### src/rtl/card_svc_pkg.sv
package card_svc_pkg;

  typedef enum logic [2:0] {
    CS_OFFLINE = 3'd0,
    CS_BRINGUP = 3'd1,
    CS_ONLINE  = 3'd2,
    CS_DRAIN   = 3'd3,
    CS_FAILED  = 3'd4
  } card_st_e;

  // Total long-press length in clock cycles.
  function automatic int unsigned hold_cycles(input int unsigned cps,
                                              input int unsigned sec);
    int unsigned n;
    n = cps * sec;
    return (n < 2) ? 2 : n;
  endfunction

  // Cycles per half period of the bring-up flash.
  function automatic int unsigned blink_half(input int unsigned cps,
                                             input int unsigned hz);
    int unsigned n;
    n = cps / (2 * ((hz == 0) ? 1 : hz));
    return (n < 1) ? 1 : n;
  endfunction

  // Width of a counter that must reach the value n.
  function automatic int unsigned cnt_bits(input int unsigned n);
    return (n < 2) ? 1 : $clog2(n + 1);
  endfunction

  // Service-state transition; a fault outranks every other input.
  function automatic card_st_e next_state(input card_st_e cur,
                                          input logic fault,
                                          input logic clr,
                                          input logic present,
                                          input logic inserted,
                                          input logic lp,
                                          input logic ready,
                                          input logic done);
    card_st_e nxt;
    nxt = cur;
    if (fault) begin
      nxt = CS_FAILED;
    end else begin
      case (cur)
        CS_OFFLINE: if (present && (inserted || lp)) nxt = CS_BRINGUP;
        CS_BRINGUP: if (!present) nxt = CS_OFFLINE;
                    else if (ready) nxt = CS_ONLINE;
        CS_ONLINE:  if (!present) nxt = CS_OFFLINE;
                    else if (lp) nxt = CS_DRAIN;
        CS_DRAIN:   if (!present || done) nxt = CS_OFFLINE;
        CS_FAILED:  if (clr) nxt = CS_OFFLINE;
        default:    nxt = CS_OFFLINE;
      endcase
    end
    return nxt;
  endfunction

endpackage

### src/rtl/btn_debounce.sv
module btn_debounce #(
  parameter int unsigned DEB_CYC = 500_000
) (
  input  logic clk,
  input  logic rst_n,
  input  logic raw,
  output logic level
);
  localparam int unsigned W = card_svc_pkg::cnt_bits(DEB_CYC);
  localparam logic [W-1:0] LAST = W'((DEB_CYC < 1) ? 0 : DEB_CYC - 1);

  logic sync_a, sync_b;
  logic [W-1:0] cnt;

  always_ff @(posedge clk) begin
    if (!rst_n) begin
      sync_a <= 1'b0;
      sync_b <= 1'b0;
      level  <= 1'b0;
      cnt    <= '0;
    end else begin
      sync_a <= raw;
      sync_b <= sync_a;
      if (sync_b == level) begin
        cnt <= '0;
      end else if (cnt == LAST) begin
        level <= sync_b;
        cnt   <= '0;
      end else begin
        cnt <= cnt + 1'b1;
      end
    end
  end
endmodule

### src/rtl/hold_timer.sv
module hold_timer #(
  parameter int unsigned HOLD_CYC = 150_000_000
) (
  input  logic clk,
  input  logic rst_n,
  input  logic pressed,
  output logic long_press
);
  localparam int unsigned W = card_svc_pkg::cnt_bits(HOLD_CYC);
  localparam logic [W-1:0] FULL = W'(HOLD_CYC);
  localparam logic [W-1:0] FIRE = W'(HOLD_CYC - 1);

  logic [W-1:0] cnt;

  always_ff @(posedge clk) begin
    if (!rst_n || !pressed) cnt <= '0;
    else if (cnt != FULL)   cnt <= cnt + 1'b1;
  end

  // One pulse per hold, on the cycle the count reaches its limit.
  assign long_press = pressed && (cnt == FIRE);
endmodule

### src/rtl/blink_gen.sv
module blink_gen #(
  parameter int unsigned HALF_CYC = 12_500_000
) (
  input  logic clk,
  input  logic rst_n,
  input  logic en,
  output logic phase
);
  localparam int unsigned W = card_svc_pkg::cnt_bits(HALF_CYC);
  localparam logic [W-1:0] LAST = W'(HALF_CYC - 1);

  logic [W-1:0] cnt;

  always_ff @(posedge clk) begin
    if (!rst_n || !en) begin
      cnt   <= '0;
      phase <= 1'b1;
    end else if (cnt == LAST) begin
      cnt   <= '0;
      phase <= ~phase;
    end else begin
      cnt <= cnt + 1'b1;
    end
  end
endmodule

### src/rtl/card_svc_ctrl.sv
module card_svc_ctrl
  import card_svc_pkg::*;
#(
  parameter int unsigned CYCLES_PER_SEC = 50_000_000,
  parameter int unsigned HOLD_SEC       = 3,
  parameter int unsigned DEBOUNCE_CYC   = 500_000,
  parameter int unsigned BLINK_HZ       = 2
) (
  input  logic clk,
  input  logic rst_n,
  input  logic btn_raw,
  input  logic card_present,
  input  logic card_ready,
  input  logic drain_done,
  input  logic hw_fault,
  input  logic fault_clear,
  output logic led_green,
  output logic led_red,
  output logic mem_attach,
  output logic mem_drain
);
  localparam int unsigned HOLD_CYC = hold_cycles(CYCLES_PER_SEC, HOLD_SEC);
  localparam int unsigned HALF_CYC = blink_half(CYCLES_PER_SEC, BLINK_HZ);

  // Named internal events, also observed by the checker.
  logic     btn_level;
  logic     long_press;
  logic     blink_ph;
  logic     present_q;
  logic     inserted;
  card_st_e state;
  card_st_e state_nxt;

  btn_debounce #(.DEB_CYC(DEBOUNCE_CYC)) u_deb (
    .clk   (clk),
    .rst_n (rst_n),
    .raw   (btn_raw),
    .level (btn_level)
  );

  hold_timer #(.HOLD_CYC(HOLD_CYC)) u_hold (
    .clk        (clk),
    .rst_n      (rst_n),
    .pressed    (btn_level),
    .long_press (long_press)
  );

  blink_gen #(.HALF_CYC(HALF_CYC)) u_blink (
    .clk   (clk),
    .rst_n (rst_n),
    .en    (state == CS_BRINGUP),
    .phase (blink_ph)
  );

  // present_q resets low so a card seated at reset reads as an insertion.
  assign inserted = card_present && !present_q;

  always_comb begin
    state_nxt = next_state(state, hw_fault, fault_clear, card_present,
                           inserted, long_press, card_ready, drain_done);
  end

  always_ff @(posedge clk) begin
    if (!rst_n) begin
      state     <= CS_OFFLINE;
      present_q <= 1'b0;
    end else begin
      state     <= state_nxt;
      present_q <= card_present;
    end
  end

  always_comb begin
    led_green  = 1'b0;
    led_red    = 1'b0;
    mem_attach = 1'b0;
    mem_drain  = 1'b0;
    case (state)
      CS_BRINGUP: begin led_green = blink_ph; mem_attach = 1'b1; end
      CS_ONLINE:  begin led_green = 1'b1;     mem_attach = 1'b1; end
      CS_DRAIN:   begin led_green = 1'b1;     mem_drain  = 1'b1; end
      CS_FAILED:  led_red = 1'b1;
      default:    ;
    endcase
  end
endmodule

### config.mk
export PLATFORM = sky130hd
export DESIGN_NAME = card_svc_ctrl
export DESIGN_NICKNAME = d
export VERILOG_FILES = /design/src/rtl/card_svc_pkg.sv /design/src/rtl/btn_debounce.sv /design/src/rtl/hold_timer.sv /design/src/rtl/blink_gen.sv /design/src/rtl/card_svc_ctrl.sv
export SDC_FILE = /design/constraint.sdc
export NUM_CORES = 1
export LEC_CHECK = 0
export ABC_AREA = 1
export BUFFER_PORTS_ARGS = -buffer_cell sky130_fd_sc_hd__buf_2
export CAP_MARGIN = 40
export CORE_ASPECT_RATIO = 2
export CORE_MARGIN = 2
export CORE_UTILIZATION = 40
export DETAILED_ROUTE_END_ITERATION = 7
export PLACE_DENSITY = 0.53
export REMOVE_ABC_BUFFERS = 1
export SYNTH_ARGS = -nofsm -noshare
export SYNTH_HDL_FRONTEND = slang
export SYNTH_HIERARCHICAL = 1
export SYNTH_SLANG_ARGS = --single-unit
### constraint.sdc
create_clock -name clk -period 2.5 [get_ports clk]
set_clock_uncertainty 0.05 [all_clocks]
set_input_delay 0.25 -clock clk [delete_from_list [all_inputs] [get_ports clk]]
set_output_delay 0.25 -clock clk [all_outputs]
set_load 0.005 [all_outputs]
==> impl_metrics.yaml <==
finish:
  layout-drive-gt1-share_pct: 12.80
  nets: 749
  fill_cells: 1246
  final_cell_mix: "192 x nand2_1, 144 x nor2_1, 90 x inv_1"
  area_delta_synth_final_pct: 11.01
  stdcell_area_um2: 5122
  seq_area_um2: 1582
  final_cells: 884
  antenna_cells: 0
  final_common_cell: "nand2_1"
  multi_input_area_um2: 2625
timing:
  fin_crit_ns: 2.042
  rsz0062_at_grt: "false"
  fin_crit_sh_pct: 81.67
  finalMaxSlewViolations: 0
  fmax_mhz: 489.8
  fin_tns_setup_ns: 0
  hold_ws_ns: 0.06559
  setup_ws_ns: 0.4582
  max_slew.worst_pin.slew_ns: 0.6431
  relSlewSlack_pct: 57.08
  hold_violations: 0
  setup_viol: 0
synthesis:
  synth_top_area_share_pct: 34.27
  syn_area_um2: 4614
  syn_avg_cell_area_um2: 6.400
  syn_inst: 721
  yosysUniqueCellTypes: 34
  synthTopCellsByArea: "dfxtp_1 34%, nand2_1 16%, nor2_1 12%"
  seq_area_frac_synth_pct: 34.27
  synth.largest_area_cell: "dfxtp_1"
  yosysWarnings: 6
  synth-seq-cells: 79
critical_path:
  cp_common_cell: "nand2_1"
  startpoint_type: "flop"
  critical_path.max_fanout: 9
  regToRegSetupSlack_ns: 0.46
  crit_chain: "ha_1 > nand3_2 > nor2_8 > nand4_1 > nor3_1 > inv_1 > nand2_1 > nand2_1 > nand2_2 > nand2_2 > nor2_4 > nand3_2 > nand2_1 > nor2_1"
  path_class: "reg -> reg"
  slowest_stage: "dfxtp_1"
  cpPeakStageDelay_ns: 0.36
  cp_top_family: "simple AND/OR/NAND/NOR gates"
  arrival_ns: 2.23
  crit_buf_inv: 1
  critPathCaptureType: "flop"
  required_ns: 2.68
routing:
  drcViolationCount: 0
  antenna_left: 0
  dr.first_iter.drc_count: 175
  wl_per_cell_um: 13.11
  first_pass_iters: 4
  vias_per_cell: 4.881
  num_vias: 4315
  wirelength_mm: 11.59
cts:
  post-cts-setup-buffer-count: 0
  cts_hold_buf: 0
  post_cts_resize_count: 0
  insertion_delay_ns: 0.34
  cts_sinks: 79
  cts_tree: "done"
  clock-root-buffer: "clkbuf_16"
  cts_buffers: 9
  clk_pin_slew_worst_paths_ns: 0.06
  clock_path_buffers: 2
  htreeDepth: 3
placement:
  dp_hpwl_mm: 9.340
  place.port_buffers: 11
  place_congestion: 0.8249
  placed_cells: 868
  place_ws_ns: 0.4496
  dpl_cell_area_um2: 4800
global_route:
  grt_max_degree: 23
  track_usage_pct: 20.35
  overflow: 0
  antenna_found_initial: 0
  grt_pass1_wl_mm: 19.62
  grt_pass1_vias: 4281
status:
  status: "finished clean"
floorplan:
  die_h_um: 155.9
  die_area_um2: 12460
  row_count: 55
  start_util_pct: 40.89
  io_pins: 12
  coreArea_um2: 11290
  fp.dieW_um: 79.95
pwr:
  vdd_drop_max_uv: 380.8
  p_leak_nw: 1.796
  power.density_nw_per_um2: 537.8
run:
  maxCapViolCount: 0
min_path:
  hp-class: "in -> reg"
==> stage by stage <==
step,power (W),util [%]
final,0.002755,45.39
after global routing,0.002867,45.39
after CTS,0.002806,45.39
after detailed placement,0.001370,42.53
after global placement,0.001368,42.53
after floorplan,0.001345,-
==> sequential cells by signal (all words and copies together) (netlist names) <==
signal / count
present_q: 1
state: 3
u_deb/cnt: 19
u_deb/sync_a: 1
u_deb/sync_b: 1
u_blink/cnt: 24
u_blink/phase: 1
u_hold/cnt: 28
u_deb/level: 1
==> cell families (layout without fill, tap and decap cells) <==
kind of cell / count (synthesis) / count (layout) / share of synthesized area (%)
DFF: 79 / 79 / 34.27
AOI/OAI and AO/OA: 50 / 50 / 5.613
adders and majority gates: 4 / 4 / 1.085
xor gates and xnor gates: 20 / 20 / 3.796
buffers and inverters: 102 / 123 / 8.839
and+or+nand+nor: 466 / 466 / 46.39
==> worst reg2reg max path: stages, from the launching register on <==
cell and delay, ns:
dfxtp_1 0.36, ha_1 0.21, nand3_2 0.15, nor2_8 0.19, nand4_1 0.10, nor3_1 0.31, inv_1 0.08, nand2_1 0.06
nand2_1 0.05, nand2_2 0.08, nand2_2 0.06, nor2_4 0.09, nand3_2 0.06, nand2_1 0.06, nor2_1 0.04
==> final timing paths <==
kind,start,to,cells past startpoint
max reg2reg,u_hold/cnt[0],state[1],14
min,btn_raw,u_deb/sync_a,3
max,u_hold/cnt[0],state[1],14
min reg2reg,u_deb/sync_a,u_deb/sync_b,2
==> power breakdown <==
group          total (W)  internal, W  switching [W]
Clock            0.00141     0.000881       0.000533
Sequential       0.00127      0.00127     0.00000611
Combinational  0.0000694    0.0000259      0.0000435
Total            0.00275      0.00217       0.000582
==> layout make-up <==
type                            instances  area share (%)
Inverter                               96           7.035
Clock buffer                           10           4.470
Multi-Input combinational cell        540           51.25
Tap cell                              142           3.468
Timing Repair Buffer                   11           1.075
Clock inverter                          6           1.832
Sequential cell                        79           30.87
==> routing by layer <==
layer / part of all wire [%] / vias to the layer above / GRT usage (%)
li1: - / 2263 / -
met1: 35 / 1977 / 18.74
met2: 59 / 47 / 40.83
met3: 1.7 / 28 / 3.356
met4: 4.3 / 0 / 9.766
met5: 0 / - / 0
==> Yosys cell counts <==
master	count
nand2_1	192
nor2_1	144
inv_1	90
dfxtp_1	79
nand3_1	42
a21oi_1	28
nor2_2	24
xor2_1	16
o21ai_0	15
nand4_1	14
nand2_2	12
nand3_2	9
nor2_4	7
inv_2	5
nor3_1	5
ha_1	4
o21ai_1	4
or2_2	4
xnor2_1	4
and2_1	2
buf_4	2
clkbuf_1	2
nand2_4	2
nand3_4	2
nand3b_1	2
nor3_2	2
o21bai_1	2
a21oi_2	1
and2_0	1
buf_12	1
buf_2	1
clkinv_1	1
nor2_8	1
or2_0	1
Power figures use the tool's default switching activity.
